File: src/rtl/tach_rpm_pkg.sv
package tach_rpm_pkg;

  typedef enum logic [2:0] {
    ST_IDLE,
    ST_ARM,
    ST_MEAS,
    ST_DIV,
    ST_DONE
  } meas_state_e;

endpackage

File: src/rtl/tach_edge_sync.sv
module tach_edge_sync #(
  parameter int STAGES = 2
) (
  input  logic clk_i,
  input  logic rst_ni,
  input  logic async_i,
  output logic rise_o
);

  logic [STAGES-1:0] sync_q;
  logic              prev_q;

  always_ff @(posedge clk_i or negedge rst_ni) begin
    if (!rst_ni) begin
      sync_q <= '0;
      prev_q <= 1'b0;
    end else begin
      sync_q <= {sync_q[STAGES-2:0], async_i};
      prev_q <= sync_q[STAGES-1];
    end
  end

  assign rise_o = sync_q[STAGES-1] & ~prev_q;

endmodule

File: src/rtl/tach_period_counter.sv
module tach_period_counter #(
  parameter int CNT_W = 12
) (
  input  logic             clk_i,
  input  logic             rst_ni,
  input  logic             clear_i,
  input  logic             run_i,
  input  logic             tick_i,
  output logic [CNT_W-1:0] cnt_next_o,
  output logic             sat_o
);

  localparam logic [CNT_W-1:0] CNT_MAX = '1;

  logic [CNT_W-1:0] cnt_q;

  // value including this cycle's tick, used for capture
  always_comb begin
    cnt_next_o = cnt_q;
    if (tick_i && (cnt_q != CNT_MAX)) cnt_next_o = cnt_q + 1'b1;
  end

  assign sat_o = (cnt_next_o == CNT_MAX);

  always_ff @(posedge clk_i or negedge rst_ni) begin
    if (!rst_ni)      cnt_q <= '0;
    else if (clear_i) cnt_q <= '0;
    else if (run_i)   cnt_q <= cnt_next_o;
  end

endmodule

File: src/rtl/rpm_serial_divider.sv
module rpm_serial_divider #(
  parameter int          NUM_W    = 22,
  parameter int          DEN_W    = 12,
  parameter int unsigned DIVIDEND = 3600000
) (
  input  logic             clk_i,
  input  logic             rst_ni,
  input  logic             start_i,
  input  logic [DEN_W-1:0] den_i,
  output logic             done_o,
  output logic [NUM_W-1:0] quot_o
);

  localparam int               STEP_W = $clog2(NUM_W + 1);
  localparam logic [NUM_W-1:0] DVD    = NUM_W'(DIVIDEND);

  logic [DEN_W-1:0]  rem_q;
  logic [NUM_W-1:0]  quo_q;
  logic [DEN_W-1:0]  den_q;
  logic [STEP_W-1:0] steps_q;
  logic              done_q;

  logic [DEN_W:0] trial;
  logic [DEN_W:0] diff;
  logic           fits;

  always_comb begin
    trial = {rem_q, quo_q[NUM_W-1]};
    fits  = (trial >= {1'b0, den_q});
    diff  = trial - {1'b0, den_q};
  end

  always_ff @(posedge clk_i or negedge rst_ni) begin
    if (!rst_ni) begin
      rem_q   <= '0;
      quo_q   <= '0;
      den_q   <= '0;
      steps_q <= '0;
      done_q  <= 1'b0;
    end else begin
      done_q <= 1'b0;
      if (start_i) begin
        rem_q   <= '0;
        quo_q   <= DVD;
        den_q   <= den_i;
        steps_q <= STEP_W'(NUM_W);
      end else if (steps_q != '0) begin
        rem_q   <= fits ? diff[DEN_W-1:0] : trial[DEN_W-1:0];
        quo_q   <= {quo_q[NUM_W-2:0], fits};
        steps_q <= steps_q - 1'b1;
        if (steps_q == STEP_W'(1)) done_q <= 1'b1;
      end
    end
  end

  assign done_o = done_q;
  assign quot_o = quo_q;

endmodule

File: src/rtl/tach_rpm_meter.sv
module tach_rpm_meter
  import tach_rpm_pkg::*;
#(
  parameter int CNT_W          = 12,
  parameter int REF_HZ         = 120000,
  parameter int PULSES_PER_REV = 2,
  parameter int SYNC_STAGES    = 2
) (
  input  logic                                         clk_i,
  input  logic                                         rst_ni,
  input  logic                                         tick_i,
  input  logic                                         tach_i,
  input  logic                                         go_i,
  output logic [$clog2(60*REF_HZ/PULSES_PER_REV+1)-1:0] rpm_o,
  output logic                                         ready_o
);

  localparam int unsigned RPM_NUM = 60 * REF_HZ / PULSES_PER_REV;
  localparam int          RPM_W   = $clog2(RPM_NUM + 1);

  meas_state_e      state_q;
  logic             ready_q;
  logic [RPM_W-1:0] rpm_q;

  logic             rise;
  logic [CNT_W-1:0] cnt_next;
  logic             sat;
  logic             cnt_clear;
  logic             cnt_run;
  logic             accept_go;
  logic             div_start;
  logic             div_done;
  logic [RPM_W-1:0] quot;

  tach_edge_sync #(.STAGES(SYNC_STAGES)) u_sync (
    .clk_i  (clk_i),
    .rst_ni (rst_ni),
    .async_i(tach_i),
    .rise_o (rise)
  );

  tach_period_counter #(.CNT_W(CNT_W)) u_cnt (
    .clk_i     (clk_i),
    .rst_ni    (rst_ni),
    .clear_i   (cnt_clear),
    .run_i     (cnt_run),
    .tick_i    (tick_i),
    .cnt_next_o(cnt_next),
    .sat_o     (sat)
  );

  rpm_serial_divider #(
    .NUM_W   (RPM_W),
    .DEN_W   (CNT_W),
    .DIVIDEND(RPM_NUM)
  ) u_div (
    .clk_i  (clk_i),
    .rst_ni (rst_ni),
    .start_i(div_start),
    .den_i  (cnt_next),
    .done_o (div_done),
    .quot_o (quot)
  );

  always_comb begin
    accept_go = go_i && ((state_q == ST_IDLE) || (state_q == ST_DONE));
    cnt_run   = (state_q == ST_ARM) || (state_q == ST_MEAS);
    cnt_clear = accept_go || ((state_q == ST_ARM) && rise && !sat);
    div_start = (state_q == ST_MEAS) && rise && !sat && (cnt_next != '0);
  end

  always_ff @(posedge clk_i or negedge rst_ni) begin
    if (!rst_ni) begin
      state_q <= ST_IDLE;
      ready_q <= 1'b0;
      rpm_q   <= '0;
    end else if (accept_go) begin
      state_q <= ST_ARM;
      ready_q <= 1'b0;
      rpm_q   <= '0;
    end else begin
      unique case (state_q)
        ST_ARM: begin
          if (sat) begin
            state_q <= ST_DONE;
            ready_q <= 1'b1;
          end else if (rise) begin
            state_q <= ST_MEAS;
          end
        end
        ST_MEAS: begin
          if (sat) begin
            state_q <= ST_DONE;
            ready_q <= 1'b1;
          end else if (rise) begin
            if (cnt_next == '0) begin
              state_q <= ST_DONE;
              ready_q <= 1'b1;
            end else begin
              state_q <= ST_DIV;
            end
          end
        end
        ST_DIV: begin
          if (div_done) begin
            state_q <= ST_DONE;
            ready_q <= 1'b1;
            rpm_q   <= quot;
          end
        end
        default: ;
      endcase
    end
  end

  assign rpm_o   = rpm_q;
  assign ready_o = ready_q;

endmodule

File: config.mk
export PLATFORM = sky130hd
export DESIGN_NAME = tach_rpm_meter
export DESIGN_NICKNAME = d
export VERILOG_FILES = /design/src/rtl/tach_rpm_pkg.sv /design/src/rtl/tach_edge_sync.sv /design/src/rtl/tach_period_counter.sv /design/src/rtl/rpm_serial_divider.sv /design/src/rtl/tach_rpm_meter.sv
export SDC_FILE = /design/constraint.sdc
export NUM_CORES = 1
export LEC_CHECK = 0
export ABC_AREA = 1
export BUFFER_PORTS_ARGS = -buffer_cell sky130_fd_sc_hd__clkbuf_2
export CELL_PAD_IN_SITES_DETAIL_PLACEMENT = 0
export CELL_PAD_IN_SITES_GLOBAL_PLACEMENT = 1
export CORE_ASPECT_RATIO = 0.6
export CORE_UTILIZATION = 50
export DETAILED_ROUTE_END_ITERATION = 8
export HOLD_SLACK_MARGIN = 0.1
export PLACE_DENSITY_LB_ADDON = 0.1
export REMOVE_ABC_BUFFERS = 1
export SYNTH_ARGS = -nofsm -noshare
export SYNTH_HDL_FRONTEND = slang
export SYNTH_HIERARCHICAL = 1
export SYNTH_SLANG_ARGS = --single-unit
File: constraint.sdc
create_clock -name clk_i -period 8 [get_ports clk_i]
set_input_delay 1.2 -clock clk_i [delete_from_list [all_inputs] [get_ports clk_i]]
set_output_delay 1.2 -clock clk_i [all_outputs]
set_load 0.01 [all_outputs]
# Yosys cells after proc, flatten, opt, wreduce, memory -nomap -nowiden
# Index checks and enable logic that the tools add are counted.
# word_totals
regBits,93
inputBits,5
wordCells,83
# op_classes
bitwise,2
mux,31
n_lt_le_gt_ge,1
n_reduce_logical,23
addsub,3
eq_ne,12
# op_table
operator,n
two-way mux 22 bit,5
two-way mux 12 bit,6
two-way mux 3 bit,7
>= comparator 13 x 12 -> 1 bit,1
"adder 12 x 1 -> 12 bit, second input constant",1
"equality test 12 bit, second input constant",1
logical NOT 12 bit,1
"!= test 12 bit, second input constant",1
nonzero test 12 bit,1
subtractor 12 bit,1
two-way mux 5 bit,2
two-way mux 1 bit,9
one-hot mux 3 bit (3 select lines),1
"!= test 4 bit, second input constant",2
nonzero test 2 bit,4
logical AND 1 bit,7
"equality test 3 x 2 -> 1 bit, second input constant",2
"equality test 5 x 1 -> 1 bit, second input constant",1
AND reduction 5 bit,1
nonzero test 5 bit,1
"subtractor 5 x 1 -> 5 bit, second input constant",1
"!= test 4 x 3 -> 1 bit, second input constant",1
AND reduction 4 bit,1
nonzero test 4 bit,1
other kinds (11),13

# Logic depth before layout (Yosys ltp)
# logic_depth
depth_word,9
mapped_depth,24

# Hierarchy
# The synthesis kept the hierarchy.
# modules_own_cells
mod,area_each_um2,n_inst,seq_area_each_um2,cells_each
rpm_serial_divider,3098.0,1,1301.2,390
tach_rpm_meter,1277.5,1,650.6,159
tach_period_counter,930.9,1,300.3,144
tach_edge_sync,85.1,1,75.1,5

# Worst setup path before layout
# No wires, ideal clock.
# synth_path
path_kind,input-to-reg
from,input tick_i
to,register u_div.rem_q[3]
required_time_ns,7.882
cell_stages,19
setup_slack_ns,4.918
arrival_time_ns,2.965
cell_sequence,inv_2 nor3_2 nand3_1 nand2_1 inv_2 nand2_1 nor2_1 nand2_1 nor2_2 nor2_2 nand2_1 nor2_1 clkbuf_1 inv_1 nand2_1 inv_2 buf_2 nand3_1 nand2_1
# synth_between
elab_chain_len,7
word_cells_on_any_way,9
cone_classes,eq/ne: 1; mux: 2; reduce/logical: 6
# synth_lines
item,line_no,text
"start, declared",tach_rpm_meter.sv:11,"input logic tick_i,"
logical AND 1 bit (*),tach_period_counter.sv:20,if (tick_i && (cnt_q != CNT_MAX)) cnt_next_o = cnt_q + 1'b1;
two-way mux 12 bit (*),tach_period_counter.sv:20,
via cnt_next[5],tach_rpm_meter.sv:26,logic [CNT_W-1:0] cnt_next;
equality test 12 bit (*),tach_period_counter.sv:23,assign sat_o = (cnt_next_o == CNT_MAX);
via sat,tach_rpm_meter.sv:27,logic sat;
logical NOT 1 bit (*),tach_rpm_meter.sv:69,div_start = (state_q == ST_MEAS) && rise && !sat && (cnt_next != '0);
logical AND 1 bit (*) (2 in series),tach_rpm_meter.sv:69,
via div_start,tach_rpm_meter.sv:31,logic div_start;
two-way mux 12 bit / nonzero test 2 bit (equally long branches),-,
"end signal, assigned",rpm_serial_divider.sv:48,rem_q <= fits ? diff[DEN_W-1:0] : trial[DEN_W-1:0];
"end, declared",rpm_serial_divider.sv:17,logic [DEN_W-1:0] rem_q;
# Mark *: on every way through the listed nets, which the timed path passes. The rest lies on a longest branch.
# A chain may end at the register's enable or synchronous reset.

# Worst setup path after layout
# layout_path
from,input tick_i
to,register u_div.rem_q[11]
# Same word-level chain as after synthesis.

==> results.json <==
{
  "nets": 736,
  "clockRootBuffer": "clkbuf_16",
  "num_antenna_cells": 0,
  "worstPathCellList": "clkbuf_2 > inv_2 > nor2_1 > nand2_1 > nand2_1 > nand2_1 > inv_2 > nand2_1 > nor2_1 > nand2_1 > nor2_2 > nor2_2 > nand2_1 > nor2_1 > buf_4 > inv_1 > nand2_1 > inv_2 > nand2_1 > nand2_1 > nand2_1 > nand2_1",
  "grtUsageTotal": 0.238,
  "crit_fanout": 27,
  "drtAntennaViolNets": 0,
  "cp.arrival_ns": 4.06,
  "cellPowerDensity_nw_per_um2": 426,
  "vias": 4477,
  "fmax_mhz": 264,
  "finalCritPeriodShare": 0.473,
  "ys_warn_count": 6,
  "leakage_nw": 3.12,
  "fin_setup_tns_ns": 0,
  "synth-seq-area-share": 0.432,
  "dpl.hpwl_mm": 8.93,
  "drv_slew": 0,
  "viasPerCell": 5.24,
  "drt-total-wl_mm": 12.3,
  "synthTopCellsByArea": "dfrtp_1 (43%), nand2_1 (14%), nand3_1 (7.3%)",
  "synth_top_cell_area_share": 0.432,
  "place_congestion": 0.872,
  "yosys_register_bits": 93,
  "fin_crit_ns": 3.78,
  "htree_levels": 3,
  "clock-sinks": 93,
  "numPortBuffers": 27,
  "power_w": 0.00251,
  "min_path_type": "flip-flop to flip-flop",
  "clk_pin_slew_ns": 0.07,
  "rsz0062_at_grt": "no",
  "max_cap_viol_count": 0,
  "synth_area_um2": 5390,
  "synth_flop_cell": "dfrtp_1",
  "grt_pass1_vias": 4055,
  "ios": 28,
  "cp_common_cell": "nand2_1",
  "grt_max_degree": 65,
  "clockBufferDepth": 2,
  "finalHoldViolCount": 0,
  "worstMarginPinSlew_ns": 0.798,
  "synth_top_cell_by_area": "dfrtp_1",
  "drtIter0Drc": 291,
  "gr-total-overflow": 0,
  "fp-row-count": 28,
  "grt_pass1_wl_mm": 20.4,
  "skew_ns": 0.0129,
  "area_growth_pct": 9.21,
  "crit_type": "input port to flip-flop",
  "numCtsBuffers": 9,
  "first_pass_iters": 5,
  "avgSynthCellArea_um2": 7.72,
  "status": "complete, no violations",
  "synth_edf_count": 0,
  "die_area_um2": 11200,
  "cts_hold_buf": 0,
  "syn_inst": 698,
  "setup_slack_ns": 4.22,
  "cp_slowest_stage_delay_ns": 0.50,
  "post-cts-setup-buffer-count": 0,
  "clkLatencyLatePin_ns": 0.34,
  "cts_tree": "yes",
  "dieHeight_um": 82.4,
  "antenna_found_initial": 0,
  "dp_slack_ns": 3.90,
  "setup_violations": 0,
  "start_util": 0.531,
  "async_flop_share": 1.00,
  "yosysUniqueCellTypes": 35,
  "drc": 0,
  "die_x_um": 136,
  "core_um2": 10200,
  "cp_num_buf_inv": 6,
  "final_layout_size_suffix_gt1_frac": 0.159,
  "routedWlPerCell_um": 14.4,
  "cp-end-kind": "flip-flop",
  "slowest_stage": "inv_2",
  "slew_headroom": 0.468,
  "crit_family": "simple AND/OR/NAND/NOR gates",
  "cp-start-kind": "input port",
  "cts_resized": 0,
  "cp.required_ns": 8.28,
  "ir_drop_uv": 241
}
layer usage:
layer,track usage,vias to the layer above,wire (um)
li1,-,2267,-
met1,0.375,2088,6730
met2,0.325,107,4900
met3,0.0391,15,504
met4,0.0722,0,136
met5,0,-,0
stage by stage:
| stage | instance area, um2 | std cells | hold WS [ns] | util |
|---|---|---|---|---|
| global route | 5890 | 854 | 0.367 | 0.580 |
| CTS | 5890 | 854 | 0.355 | 0.580 |
| detailed placement | 5570 | 838 | 0.338 | 0.548 |
| global placement | 5570 | 838 | 0.337 | 0.548 |
| finish | 5890 | 854 | 0.352 | 0.580 |
| floorplan | 5250 | 674 | 0.331 | - |
layout make-up:
cell class | count | area, um2
well taps | 135 | 169
repair buffers | 29 | 153
multi-input cells | 464 | 2480
fillers | 960 | 4270
clock inverters | 6 | 92.6
flip-flops and latches | 93 | 2330
inverters | 117 | 439
clock buffers | 10 | 229
state kept, by name, summed over array words and instances, names as in the netlist:
signal,count
rpm_o,22
u_div/quot_o,22
u_cnt/cnt_q,12
u_div/den_q,12
u_div/rem_q,12
u_div/steps_q,5
state_q,3
u_sync/sync_q,2
ready_o,1
u_div/done_o,1
u_sync/prev_q,1
cell usage in the layout, fill, tap and decap left out, types with 2 or more instances in the layout:
cell and instances:
nand2_1 195, inv_1 101, dfrtp_1 93, nand3_1 79, nor2_1 28, clkbuf_2 26
nand2_2 22, o21ai_0 22, nand4_1 20, o22ai_1 16, ha_1 16, inv_2 15
a22oi_1 12, nor2_2 10, clkbuf_16 9, nand3_2 8, nor2_4 6, a21oi_1 5
xnor2_1 4, nand2_4 3, buf_4 3, nor3_2 3, nand3b_1 3, nand3_4 2
inv_6 2, clkinvlp_4 2, bufinv_16 2, a31oi_1 2
power by group:
part,internal [W],leakage (nW),switching [W]
combinational,0.000445,1.79,0.000849
clock,0.000276,0.150,0.000185
sequential,0.000637,1.18,0.000114
total,0.00136,3.12,0.00115
worst paths after layout:
path / cells past startpoint / slack, ns / start / to
max: 22 / 4.22 / tick_i / u_div/rem_q[11]
min: 0 / 0.35 / u_sync/sync_q[0] / u_sync/sync_q[1]
max reg2reg: 22 / 4.24 / u_cnt/cnt_q[1] / u_div/rem_q[11]
min reg2reg: 0 / 0.35 / u_sync/sync_q[0] / u_sync/sync_q[1]
max in group asynchronous: 2 / 6.10 / rst_ni / rpm_o[9]
min in group asynchronous: 1 / 0.77 / rst_ni / u_div/rem_q[8]
cells by family (layout without fill, tap and decap cells):
kind of cell               count (synthesis)  in the layout  share of synthesized area
and+or+nand+nor                          381            381                      0.341
DFF                                       93             93                      0.432
xor gates and xnor gates                   5              5                    0.00812
adders and majority gates                 17             17                     0.0408
AOI/OAI and AO/OA                         61             61                     0.0699
buffers and inverters                    141            162                      0.109
cells in the mapped netlist, types with 2 or more instances:
library cell  instances
o21ai_0              22
nor3_2                3
nand3_4               2
clkbuf_1              6
nand4_1              20
nor2_2               10
dfrtp_1              93
nor2_4                6
buf_2                14
nor2_1               28
xnor2_1               4
nand2_2              22
inv_2                15
inv_1               101
nand2_4               3
a21oi_1               5
a22oi_1              12
nand3_2               8
buf_6                 3
a31oi_1               2
nand3b_1              3
ha_1                 16
o22ai_1              16
nand2_1             195
nand3_1              79
worst register-to-register path: stages (launching register included):
cell and delay [ns]:
dfrtp_1 0.41, ha_1 0.22, nand2_1 0.07, nor2_2 0.13, nand3_2 0.36, nand2_4 0.21, nand2_1 0.08, nand2_2 0.10
nand2_1 0.06, nor2_1 0.11, nand2_1 0.07, nor2_2 0.18, nor2_2 0.07, nand2_1 0.13, nor2_1 0.06, buf_4 0.21
inv_1 0.12, nand2_1 0.28, inv_2 0.50, nand2_1 0.15, nand2_1 0.08, nand2_1 0.05, nand2_1 0.05
Note: power is estimated with default switching activity, not from simulation.
